===== config.mk =====
export PLATFORM = sky130hd
export DESIGN_NAME = hb_gate_ctrl
export DESIGN_NICKNAME = d
export VERILOG_FILES = /design/src/rtl/hb_pkg.sv /design/src/rtl/hb_cmd_decode.sv /design/src/rtl/hb_dead_timer.sv /design/src/rtl/hb_oc_guard.sv /design/src/rtl/hb_gate_ctrl.sv
export SDC_FILE = /design/constraint.sdc
export NUM_CORES = 1
export LEC_CHECK = 0
export BUFFER_PORTS_ARGS = -buffer_cell sky130_fd_sc_hd__buf_2
export CAP_MARGIN = 20
export CORE_UTILIZATION = 50
export CTS_CLUSTER_SIZE = 10
export DETAILED_ROUTE_END_ITERATION = 8
export GPL_TIMING_DRIVEN = 0
export HOLD_SLACK_MARGIN = 0.05
export PLACE_DENSITY_LB_ADDON = 0.08
export SYNTH_ARGS = -nofsm -noshare
export SYNTH_HDL_FRONTEND = slang
export SYNTH_SLANG_ARGS = --single-unit
export TNS_END_PERCENT = 5

===== constraint.sdc =====
create_clock -name clk_i -period 2 [get_ports clk_i]
set_clock_uncertainty 0.05 [all_clocks]
set_input_delay 0.4 -clock clk_i [delete_from_list [all_inputs] [get_ports clk_i]]
set_output_delay 0.4 -clock clk_i [all_outputs]
set_load 0.01 [all_outputs]

===== src/rtl/hb_pkg.sv =====
package hb_pkg;
  localparam int NUM_SW = 2;
  localparam int SW_HI  = 0;
  localparam int SW_LO  = 1;

  typedef enum logic [1:0] {
    DRV_OPEN  = 2'b00,
    DRV_UPPER = 2'b01,
    DRV_NEG   = 2'b10
  } drive_e;
endpackage


===== src/rtl/hb_cmd_decode.sv =====
module hb_cmd_decode
  import hb_pkg::*;
(
  input  logic              p_in_i,
  input  logic              n_in_i,
  input  logic              mode_i,
  input  logic              en_ni,
  output logic [NUM_SW-1:0] req_o,
  output logic              forbid_o
);
  always_comb begin
    forbid_o = ~en_ni & mode_i & n_in_i & ~p_in_i;
    req_o    = '0;
    if (!en_ni) begin
      if (mode_i) begin
        // forbidden pair would short the rails: drop both
        req_o[SW_HI] = ~p_in_i & ~forbid_o;
        req_o[SW_LO] = n_in_i & ~forbid_o;
      end else begin
        req_o[SW_HI] = ~n_in_i;
        req_o[SW_LO] = n_in_i;
      end
    end
  end
endmodule


===== src/rtl/hb_dead_timer.sv =====
module hb_dead_timer
  import hb_pkg::*;
#(
  parameter int DEAD_CYC = 20
) (
  input  logic              clk_i,
  input  logic              rst_ni,
  input  logic              single_i,
  input  logic [NUM_SW-1:0] req_i,
  output logic              blank_o
);
  localparam int CNT_W = (DEAD_CYC < 2) ? 1 : $clog2(DEAD_CYC);
  localparam logic [CNT_W-1:0] LOAD = CNT_W'(DEAD_CYC - 1);

  logic [NUM_SW-1:0] req_q;
  logic [CNT_W-1:0]  cnt_q;
  logic              change;

  assign change  = (req_i != req_q);
  assign blank_o = single_i & (change | (cnt_q != '0));

  always_ff @(posedge clk_i or negedge rst_ni) begin
    if (!rst_ni) begin
      req_q <= '0;
      cnt_q <= '0;
    end else begin
      req_q <= req_i;
      if (!single_i)          cnt_q <= '0;
      else if (change)        cnt_q <= LOAD;
      else if (cnt_q != '0)   cnt_q <= cnt_q - 1'b1;
    end
  end
endmodule


===== src/rtl/hb_oc_guard.sv =====
module hb_oc_guard (
  input  logic clk_i,
  input  logic rst_ni,
  input  logic req_i,
  input  logic sense_i,
  input  logic gate_i,
  output logic cut_o
);
  logic lat_q;

  // trip only counts while the switch conducts
  assign cut_o = lat_q | (sense_i & gate_i);

  always_ff @(posedge clk_i or negedge rst_ni) begin
    if (!rst_ni)      lat_q <= 1'b0;
    else if (!req_i)  lat_q <= 1'b0;
    else              lat_q <= cut_o;
  end
endmodule


===== src/rtl/hb_gate_ctrl.sv =====
module hb_gate_ctrl
  import hb_pkg::*;
#(
  parameter int DEAD_CYC = 20
) (
  input  logic       clk_i,
  input  logic       rst_ni,
  input  logic       p_in_i,
  input  logic       n_in_i,
  input  logic       mode_i,
  input  logic       en_ni,
  input  logic       oc_hi_i,
  input  logic       oc_lo_i,
  output logic       hi_on_o,
  output logic       lo_on_o,
  output logic [1:0] out_drive_o,
  output logic       illegal_o
);
  logic [NUM_SW-1:0] req;
  logic [NUM_SW-1:0] sense;
  logic [NUM_SW-1:0] cut;
  logic [NUM_SW-1:0] gate_d;
  logic [NUM_SW-1:0] gate_q;
  logic              forbid;
  logic              forbid_q;
  logic              illegal_q;
  logic              blank;

  assign sense[SW_HI] = oc_hi_i;
  assign sense[SW_LO] = oc_lo_i;

  hb_cmd_decode u_dec (
    .p_in_i  (p_in_i),
    .n_in_i  (n_in_i),
    .mode_i  (mode_i),
    .en_ni   (en_ni),
    .req_o   (req),
    .forbid_o(forbid)
  );

  hb_dead_timer #(.DEAD_CYC(DEAD_CYC)) u_dt (
    .clk_i   (clk_i),
    .rst_ni  (rst_ni),
    .single_i(~mode_i),
    .req_i   (req),
    .blank_o (blank)
  );

  for (genvar s = 0; s < NUM_SW; s++) begin : g_sw
    hb_oc_guard u_oc (
      .clk_i  (clk_i),
      .rst_ni (rst_ni),
      .req_i  (req[s]),
      .sense_i(sense[s]),
      .gate_i (gate_q[s]),
      .cut_o  (cut[s])
    );
    assign gate_d[s] = req[s] & ~blank & ~cut[s];
  end

  always_ff @(posedge clk_i or negedge rst_ni) begin
    if (!rst_ni) begin
      gate_q    <= '0;
      forbid_q  <= 1'b0;
      illegal_q <= 1'b0;
    end else begin
      gate_q    <= gate_d;
      forbid_q  <= forbid;
      illegal_q <= forbid & ~forbid_q;
    end
  end

  assign hi_on_o   = gate_q[SW_HI];
  assign lo_on_o   = gate_q[SW_LO];
  assign illegal_o = illegal_q;

  always_comb begin
    unique case (gate_q)
      2'b01:   out_drive_o = DRV_UPPER;
      2'b10:   out_drive_o = DRV_NEG;
      default: out_drive_o = DRV_OPEN;
    endcase
  end
endmodule


==> key figures <==
STA
  • Max Freq: around 0.64 GHz
  • Final Hold Viols: 0
  • Slew headroom: 0.752
  • Setup TNS: 0 ps
  • Fin crit period: between 1500 and 2000 ps
  • RSZ-0062 raised after global routing: false
  • Final Cycle Share: 0.786
  • Setup-failing EPs final: 0
  • Max Slew Vio Count: 0
  • Least-Margin Pin Slew: approximately 370 ps

Global routing
  • Largest net degree at the start of global routing: 14
  • Grt ovf: 0
  • GRT Util Overall: 0.225
  • Vias in the first global route: approximately 510
  • Initial antenna violation count: 0
  • First-pass GRT wire length: between 2000 and 2500 microns

Place
  • Post-detail-place hpwl: ~950 microns
  • I/O Buffers: 12
  • Routability cong.: 0.722

Die
  • Die height: 38.7 microns
  • Die Wd: a little under 40 microns
  • Die ar.: 1500 sq um
  • Starting density of the core: 0.575
  • CORE AREA: ~1200 sq um
  • Top Ports: 13
  • Core Rows: 12

Clock tree
  • Clock insertion delay at the later pin of the skew report: roughly 280 ps
  • # H-tree levels: 1
  • Inserted Clock Buffers: 3
  • CTS sink count: 13
  • Post-CTS sizing: 0
  • Clock-pin slew on the worst setup and hold paths: roughly 70 ps
  • Clock tree from TritonCTS: yes
  • Longest Clk Path Bufs: 2
  • Hold_buf cts: 1
  • Clock Tree Root: clkbuf_4
  • Post-CTS Repair Setup Buffers: 0

Cells and area
  • Area taken by multi-input logic gates: about 340 sq um
  • Nets: 90
  • Ant. Diodes: 0
  • Commonest non-fill, non-tap cell in the layout: dfrtp_1
  • Fillers: 99
  • Area Overhead vs Synth: 16.9%
  • FF/Latch Area: approximately 330 sq um
  • Most frequent cells in the layout: dfrtp_1, buf_2, nor2b_1
  • Layout cells sized above 1: 0.228

Worst setup path
  • Path type of the worst setup path: flop to flop
  • Worst path arrival time: ~1700 ps
  • CP Capture Type: flop
  • Critical-path maximum fanout: 4
  • Req. time, crit path: about 2100 ps
  • Kind of launch point of the worst setup path: flop

Synthesis
  • Yosys cell types: 27
  • Post-Synthesis Cell Area: ~670 sq um
  • Yosys warns: 0
  • Syn_nets: 72
  • Post-Syn Instances: 62
  • FF+latch count, synth: 13
  • Avg Cell Area, Syn: approximately 11 sq um
  • Seq/Total Area, Yosys: 0.483

Drt
  • Drt initial violations: 6
  • Met1 wire length: a little under 600 microns
  • Routed length on met2: 593 microns
  • Final wirelength: between 1000 and 1500 microns
  • Vias: approximately 530
  • # DRC: 0
  • Vias per cell: between 5 and 6
  • Met3 routed WL: roughly 30 microns
  • Highest metal used: met4
  • Drt wl/cell: 13.5 microns
  • Antenna Nets Post-Route: 0
  • 1st-pass router iterations: 4

Pwr
  • Power per cell area: approximately 760 nW/um^2
  • Peak VDD IR: 0.492 mV
  • Leakage power: 0.362 nW
  • Final Power: ~0.0006 W

Min path
  • Min-Delay Path Class: input pin to flop

Job
  • Maxcap violations: 0

Outcome
  • Status: finished, final reports clean
[per-layer routing]
layer | track usage | vias to the layer above
li1 | - | 260
met1 | 0.276 | 255
met2 | 0.358 | 12
met3 | 0.0347 | 4
met4 | 0.155 | 0
met5 | 0 | -
[sequential cells by signal, indices dropped and copies added, names as in the netlist]
name / count
illegal_o: 1
u_dt.req_q: 2
gate_q: 2
forbid_q: 1
g_sw.u_oc.lat_q: 2
u_dt.cnt_q: 5
[critical path, stage by stage (launching register included)]
cell and delay, ps:
dfrtp_1 380, inv_1 110, ha_1 170, or4b_4 500, nand4b_1 140, a31oi_1 100
[stage by stage]
stage / hold slack (ps) / worst slack (ps) / utilization / instance area (sq um) / instances
2_1_floorplan: 54.4 / 551 / - / 673 / 62
3_3_place_gp: 247 / 465 / 0.641 / 751 / 88
3_5_place_dp: 254 / 443 / 0.641 / 751 / 88
4_1_cts: 293 / 430 / 0.672 / 787 / 93
5_1_grt: 304 / 330 / 0.672 / 787 / 93
6_report: 301 / 427 / 0.672 / 787 / 93
[logic make-up (layout without fill, tap and decap cells)]
family / after synthesis / count (layout) / synth area share
AND/OR/NAND/NOR: 28 / 28 / 0.281
AO/OA/AOI/OAI: 13 / 13 / 0.136
flip-flops: 13 / 13 / 0.483
XOR/XNOR: 4 / 4 / 0.0521
adder cells (fa/ha/maj): 2 / 2 / 0.0372
buffers and inverters: 2 / 19 / 0.0112
[worst paths after layout]
path,startpoint,to,slack [ps],depth (start not counted)
max,u_dt.cnt_q[0],u_dt.cnt_q[3],430,5
min,n_in_i,u_dt.req_q[0],300,2
max reg2reg,u_dt.cnt_q[0],u_dt.cnt_q[3],430,5
min reg2reg,forbid_q,illegal_o,360,1
max in group asynchronous,rst_ni,u_dt.cnt_q[4],1190,2
min in group asynchronous,rst_ni,gate_q[0],480,2
[cell type report]
cell class / instances / share of cell area
Inverter: 2 / 0.00954
Multi-Input combinational cell: 47 / 0.432
Tap cell: 14 / 0.0223
Timing Repair Buffer: 13 / 0.0890
Sequential cell: 13 / 0.413
Clock buffer: 4 / 0.0334
[synth_stat cells]
library cell | number | share of area
a211oi_1 | 2 | 0.022
a211oi_2 | 1 | 0.019
a21o_1 | 1 | 0.011
a21oi_1 | 3 | 0.022
a22o_1 | 1 | 0.013
a31oi_1 | 3 | 0.028
a41oi_1 | 1 | 0.013
and2_1 | 1 | 0.0093
and2b_1 | 1 | 0.011
dfrtp_1 | 13 | 0.48
ha_1 | 2 | 0.037
inv_1 | 2 | 0.011
nand2_1 | 2 | 0.011
nand2b_1 | 4 | 0.037
nand3_1 | 1 | 0.0074
nand3b_1 | 1 | 0.011
nand4b_1 | 3 | 0.039
nor2_1 | 3 | 0.017
nor2b_1 | 6 | 0.056
nor3_1 | 2 | 0.015
nor3b_1 | 1 | 0.011
nor4b_2 | 1 | 0.022
o21ai_0 | 1 | 0.0074
or3b_1 | 1 | 0.013
or4b_4 | 1 | 0.020
xnor2_1 | 3 | 0.039
xor2_1 | 1 | 0.013
[power breakdown]
part | internal (W) | switching (W) | total (W)
clock | 0.0000773 | 0.0000854 | 0.000163
sequential | 0.000282 | 0.0000195 | 0.000301
combinational | 0.0000660 | 0.0000682 | 0.000134
total | 0.000425 | 0.000173 | 0.000598
No activity file was read; power rests on OpenSTA's default activity.
